==> src/rtl/spg_pkg.sv <==
package spg_pkg;
  typedef enum logic [1:0] {
    KIND_PROG = 2'd0,
    KIND_ERASE = 2'd1,
    KIND_PPB = 2'd2,
    KIND_LOCK = 2'd3
  } reqKindT;

  typedef struct packed {
    logic grantStb;
    logic denyStb;
    logic lockSetStb;
  } ctrlStrbT;
endpackage

==> src/rtl/spg_ctrl.sv <==
module spg_ctrl
  import spg_pkg::*;
(
  input  logic       clk,
  input  logic       anyRstN,
  input  logic       porN,
  input  logic       seqStart,
  input  logic       reqValid,
  input  logic [1:0] reqKind,
  input  logic       wpPin,
  input  logic       lowSupply,
  input  logic       isOuter,
  input  logic       ppbHit,
  input  logic       locked,
  output ctrlStrbT   strb,
  output logic       pwrHold,
  output logic       inSeq
);
  logic wpHeld;
  logic wpEff;
  logic accept;
  reqKindT kind;

  assign kind = reqKindT'(reqKind);
  assign accept = reqValid && !pwrHold;
  assign wpEff = inSeq ? wpHeld : wpPin;

  // a write strobe held through power-up is never a command
  always_ff @(posedge clk or negedge porN) begin
    if (!porN) pwrHold <= 1'b1;
    else if (!reqValid) pwrHold <= 1'b0;
  end

  always_ff @(posedge clk or negedge anyRstN) begin
    if (!anyRstN) begin
      inSeq <= 1'b0;
      wpHeld <= 1'b1;
    end else if (lowSupply || accept) begin
      inSeq <= 1'b0;
    end else if (seqStart && !pwrHold) begin
      inSeq <= 1'b1;
      wpHeld <= wpPin;
    end
  end

  always_comb begin
    strb = '0;
    if (accept) begin
      if (lowSupply) begin
        strb.denyStb = 1'b1;
      end else begin
        unique case (kind)
          KIND_PROG, KIND_ERASE: begin
            if ((isOuter && !wpEff) || ppbHit) strb.denyStb = 1'b1;
            else strb.grantStb = 1'b1;
          end
          KIND_PPB: begin
            if (locked) strb.denyStb = 1'b1;
            else strb.grantStb = 1'b1;
          end
          KIND_LOCK: begin
            strb.grantStb = 1'b1;
            strb.lockSetStb = 1'b1;
          end
        endcase
      end
    end
  end
endmodule

==> src/rtl/spg_datapath.sv <==
module spg_datapath
  import spg_pkg::*;
#(
  parameter int NUM_SECTORS = 8,
  parameter bit OUTER_HIGH = 1'b1,
  localparam int SEC_W = $clog2(NUM_SECTORS)
) (
  input  logic                   clk,
  input  logic                   anyRstN,
  input  ctrlStrbT               strb,
  input  logic [SEC_W-1:0]       reqSector,
  input  logic [NUM_SECTORS-1:0] ppbVec,
  input  logic                   lowSupply,
  output logic                   isOuter,
  output logic                   ppbHit,
  output logic                   grant,
  output logic                   deny,
  output logic                   locked,
  output logic                   forceRead
);
  localparam logic [SEC_W-1:0] TOP_SEC = SEC_W'(NUM_SECTORS - 1);

  generate
    if (OUTER_HIGH) begin : gOuterHigh
      assign isOuter = (reqSector == TOP_SEC);
    end else begin : gOuterLow
      assign isOuter = (reqSector == '0);
    end
  endgenerate

  assign ppbHit = ppbVec[reqSector];

  always_ff @(posedge clk or negedge anyRstN) begin
    if (!anyRstN) begin
      grant <= 1'b0;
      deny <= 1'b0;
      locked <= 1'b0;
      forceRead <= 1'b1;
    end else begin
      grant <= strb.grantStb;
      deny <= strb.denyStb;
      forceRead <= lowSupply;
      if (strb.lockSetStb) locked <= 1'b1;
    end
  end
endmodule

==> src/rtl/spg_gate.sv <==
module spg_gate
  import spg_pkg::*;
#(
  parameter int NUM_SECTORS = 8,
  parameter bit OUTER_HIGH = 1'b1,
  localparam int SEC_W = $clog2(NUM_SECTORS)
) (
  input  logic                   clk,
  input  logic                   rstN,
  input  logic                   porN,
  input  logic                   seqStart,
  input  logic                   reqValid,
  input  logic [1:0]             reqKind,
  input  logic [SEC_W-1:0]       reqSector,
  input  logic [NUM_SECTORS-1:0] ppbVec,
  input  logic                   wpPin,
  input  logic                   lowSupply,
  output logic                   grant,
  output logic                   deny,
  output logic                   locked,
  output logic                   forceRead
);
  logic anyRstN;
  logic isOuter;
  logic ppbHit;
  logic pwrHold;
  logic inSeq;
  ctrlStrbT strb;

  assign anyRstN = rstN && porN;

  spg_ctrl uCtrl (
    .clk(clk), .anyRstN(anyRstN), .porN(porN), .seqStart(seqStart),
    .reqValid(reqValid), .reqKind(reqKind), .wpPin(wpPin),
    .lowSupply(lowSupply), .isOuter(isOuter), .ppbHit(ppbHit),
    .locked(locked), .strb(strb), .pwrHold(pwrHold), .inSeq(inSeq)
  );

  spg_datapath #(.NUM_SECTORS(NUM_SECTORS), .OUTER_HIGH(OUTER_HIGH)) uDp (
    .clk(clk), .anyRstN(anyRstN), .strb(strb), .reqSector(reqSector),
    .ppbVec(ppbVec), .lowSupply(lowSupply), .isOuter(isOuter),
    .ppbHit(ppbHit), .grant(grant), .deny(deny), .locked(locked),
    .forceRead(forceRead)
  );
endmodule

==> config.mk <==
export PLATFORM = sky130hd
export DESIGN_NAME = spg_gate
export DESIGN_NICKNAME = d
export VERILOG_FILES = /design/src/rtl/spg_pkg.sv /design/src/rtl/spg_ctrl.sv /design/src/rtl/spg_datapath.sv /design/src/rtl/spg_gate.sv
export SDC_FILE = /design/constraint.sdc
export NUM_CORES = 1
export LEC_CHECK = 0
export BUFFER_PORTS_ARGS = -buffer_cell sky130_fd_sc_hd__buf_2
export CAP_MARGIN = 0
export CORE_MARGIN = 2
export CORE_UTILIZATION = 25
export DETAILED_ROUTE_END_ITERATION = 8
export HOLD_SLACK_MARGIN = 0.12
export SYNTH_ARGS = -nofsm -noshare
export SYNTH_HDL_FRONTEND = slang
export SYNTH_SLANG_ARGS = --single-unit
==> constraint.sdc <==
create_clock -name clk -period 2.23 [get_ports clk]
set_input_delay 0.1115 -clock clk [delete_from_list [all_inputs] [get_ports clk]]
set_output_delay 0.1115 -clock clk [all_outputs]
set_load 0.01 [all_outputs]
==> out/metrics.cfg <==
[outcome]
outcome = finished clean

[timing]
timing.fmax_mhz = 762
fin_setup_tns_ns = 0
report.final.slew_viol_count = 0
fin_skew_ns = 0.00414
setup_viol_count_final = 0
period_minus_slack_ns = 1.31
rsz0062_at_grt = no
tightest_slew_ns = 0.276
hold_viol = 0
period_share = 0.588
maxSlewHeadroom = 0.814
hold_ws_ns = 0.145

[floorplanning]
dieArea_um2 = 1760
rows = 13
core_um2 = 1320
io_pins = 24
die_h_um = 42.0
start_util = 0.274
die_w_um = 42.0

[global_routing]
antenna_found_initial = 0
track_usage = 0.106
grt_pass1_wl_mm = 1.34
grt_overflow = 0
grt_pass1_vias = 351
grt_max_degree = 7

[hold_path]
hold_end = uDp.locked
hold_path_startpoint = reqKind[1]
min_path_type = input pin to register
hold_path_depth = 2

[logic_synthesis]
postSynth.asyncResetShare = 1.00
avgSynthCellArea_um2 = 10.9
synth_edf_count = 0
ys_seq_area_frac = 0.497
ys_types = 19
syn-num-nets = 53
ys_seq_elements = 7
ys.flop_type = dfrtp_1
synth_common_cells = dfrtp_1, dfstp_2, inv_1, mux2i_1
yosys_warnings = 0
synth.top_cell.area_share = 0.278
post-synth-top-count-cell = dfrtp_1
syn-cell-area_um2 = 360
synthCells = 33
synth_top_cell_by_area = dfrtp_1
synthTopCellsByArea = dfrtp_1, dfstp_2, mux2i_1

[setup_path]
end_kind = register
crit_type = input pin to register
crit_buf_inv = 2
crit_family = buffers and inverters
required_ns = 2.40
max_stage_delay_ns = 0.53
ff2ff_path_depth = 4
r2r-start = uCtrl.inSeq
worstSetupStartpointType = input pin
r2r_end = uDp.grant
reg2reg_slack_ns = 1.02
slowest_stage = dlygate4sd3_1
cp_cell_sequence = dlygate4sd3_1 > buf_2 > nor4b_1 > mux2_2
path_max_fanout = 5
arrival_ns = 1.48

[clock_network]
clk_path_buf_depth = 2
numCtsBuffers = 3
cts_max_level = 1
postCtsSetupRepairBufs = 0
clock-sinks = 7
insertion_delay_ns = 0.25
clkTransAtPathRegs_ns = 0.05
cts_tree = done
cts-root-buf = clkbuf_4

[final_layout]
area_growth_pct = 61.1
instances_no_fill = 81
drive_gt1_frac = 0.515
nNetsFinal = 87
num_antenna_cells = 0

[placement]
gp_congestion = 0.778
portBuffers = 23
post-dp-hpwl_um = 653
dp.cells = 71

[pwr]
powerDensity_nw_per_um2 = 547
power_uw = 317
peakVddDrop_mv = 0.257
p_leak_uw = 0.000288

[routing]
via_per_inst = 4.54
wl_per_cell_um = 10.3
first_pass_iters = 4
detail-route-antenna-nets = 0
drc = 0
wirelength_um = 838
routed-via-count = 368
drt-initial-drc-count = 7

[run]
maxCapViolations = 0

## flip-flops by register name, indices dropped and copies added (netlist names)
signal,cells
uCtrl.wpHeld,1
uCtrl.pwrHold,1
uDp.forceRead,1
uDp.locked,1
uCtrl.inSeq,1
uDp.grant,1
uDp.deny,1
## cells in the final DEF, fill, tap and decap left out, drive strengths merged
master       count
dfrtp            4
nor2b            1
nor4b            1
a221oi           1
mux2i            3
nand2            1
and3             1
a31o             1
nand3b           1
dfstp            3
inv              3
o21ai            3
mux2             2
dlygate4sd3      6
a211oi           1
and2             2
a21oi            1
a31oi            2
buf             23
clkbuf           4
nor2             2
## where the power goes
part | leakage [uW] | total [uW] | internal (uW) | switching (uW)
logic | 0.000192 | 63.1 | 36.6 | 26.5
registers | 0.0000812 | 142 | 139 | 3.19
clock network | 0.0000150 | 112 | 68.1 | 43.7
## cell families after synthesis
logic type | Yosys count | share of synthesized area
flip-flops | 7 | 0.497
buffers and inverters | 3 | 0.0312
multiplexers | 5 | 0.146
AND/OR/NAND/NOR | 9 | 0.149
AO/OA/AOI/OAI | 9 | 0.177
## layer usage
| layer | global-route usage | vias up | routed length, um |
|---|---|---|---|
| met5 | 0 | - | 0 |
| met4 | 0.0387 | 0 | 0 |
| met3 | 0.0783 | 0 | 77 |
| met2 | 0.169 | 14 | 425 |
| met1 | 0.107 | 168 | 335 |
| li1 | - | 186 | - |
## per-stage QoR
stage | worst slack [ns] | utilization | cell area (um^2)
3_5_place_dp | 1.02 | 0.375 | 494
2_1_floorplan | 1.06 | - | 360
3_3_place_gp | 1.03 | 0.375 | 494
6_report | 0.918 | 0.441 | 581
4_1_cts | 0.898 | 0.441 | 581
5_1_grt | 0.892 | 0.441 | 581
## worst max path at each step
stage	start	end	slack, ns	cells past startpoint
after floorplan	uCtrl.inSeq	uDp.grant	1.06	4
after global placement	uCtrl.inSeq	uDp.grant	1.03	4
after detailed placement	uCtrl.inSeq	uDp.grant	1.02	4
after CTS	lowSupply	uCtrl.wpHeld	0.90	4
after global routing	wpPin	uDp.grant	0.89	6
final	lowSupply	uCtrl.wpHeld	0.92	4
## area by class of cell
type,instances,area (um^2)
timing repair buffer,29,175
sequential,7,179
multi-input combinational,23,170
fill,126,737
clock buffer,4,26.3
tap,15,18.8
inverter,3,11.3
## repair_timing
| action | 4_1_cts | 5_1_grt |
|---|---|---|
| resized for setup | 0 | 0 |
| hold buffers | 6 | 0 |
| endpoints found under the hold margin | 12 | 0 |
No activity file was read; power rests on OpenSTA's default activity.
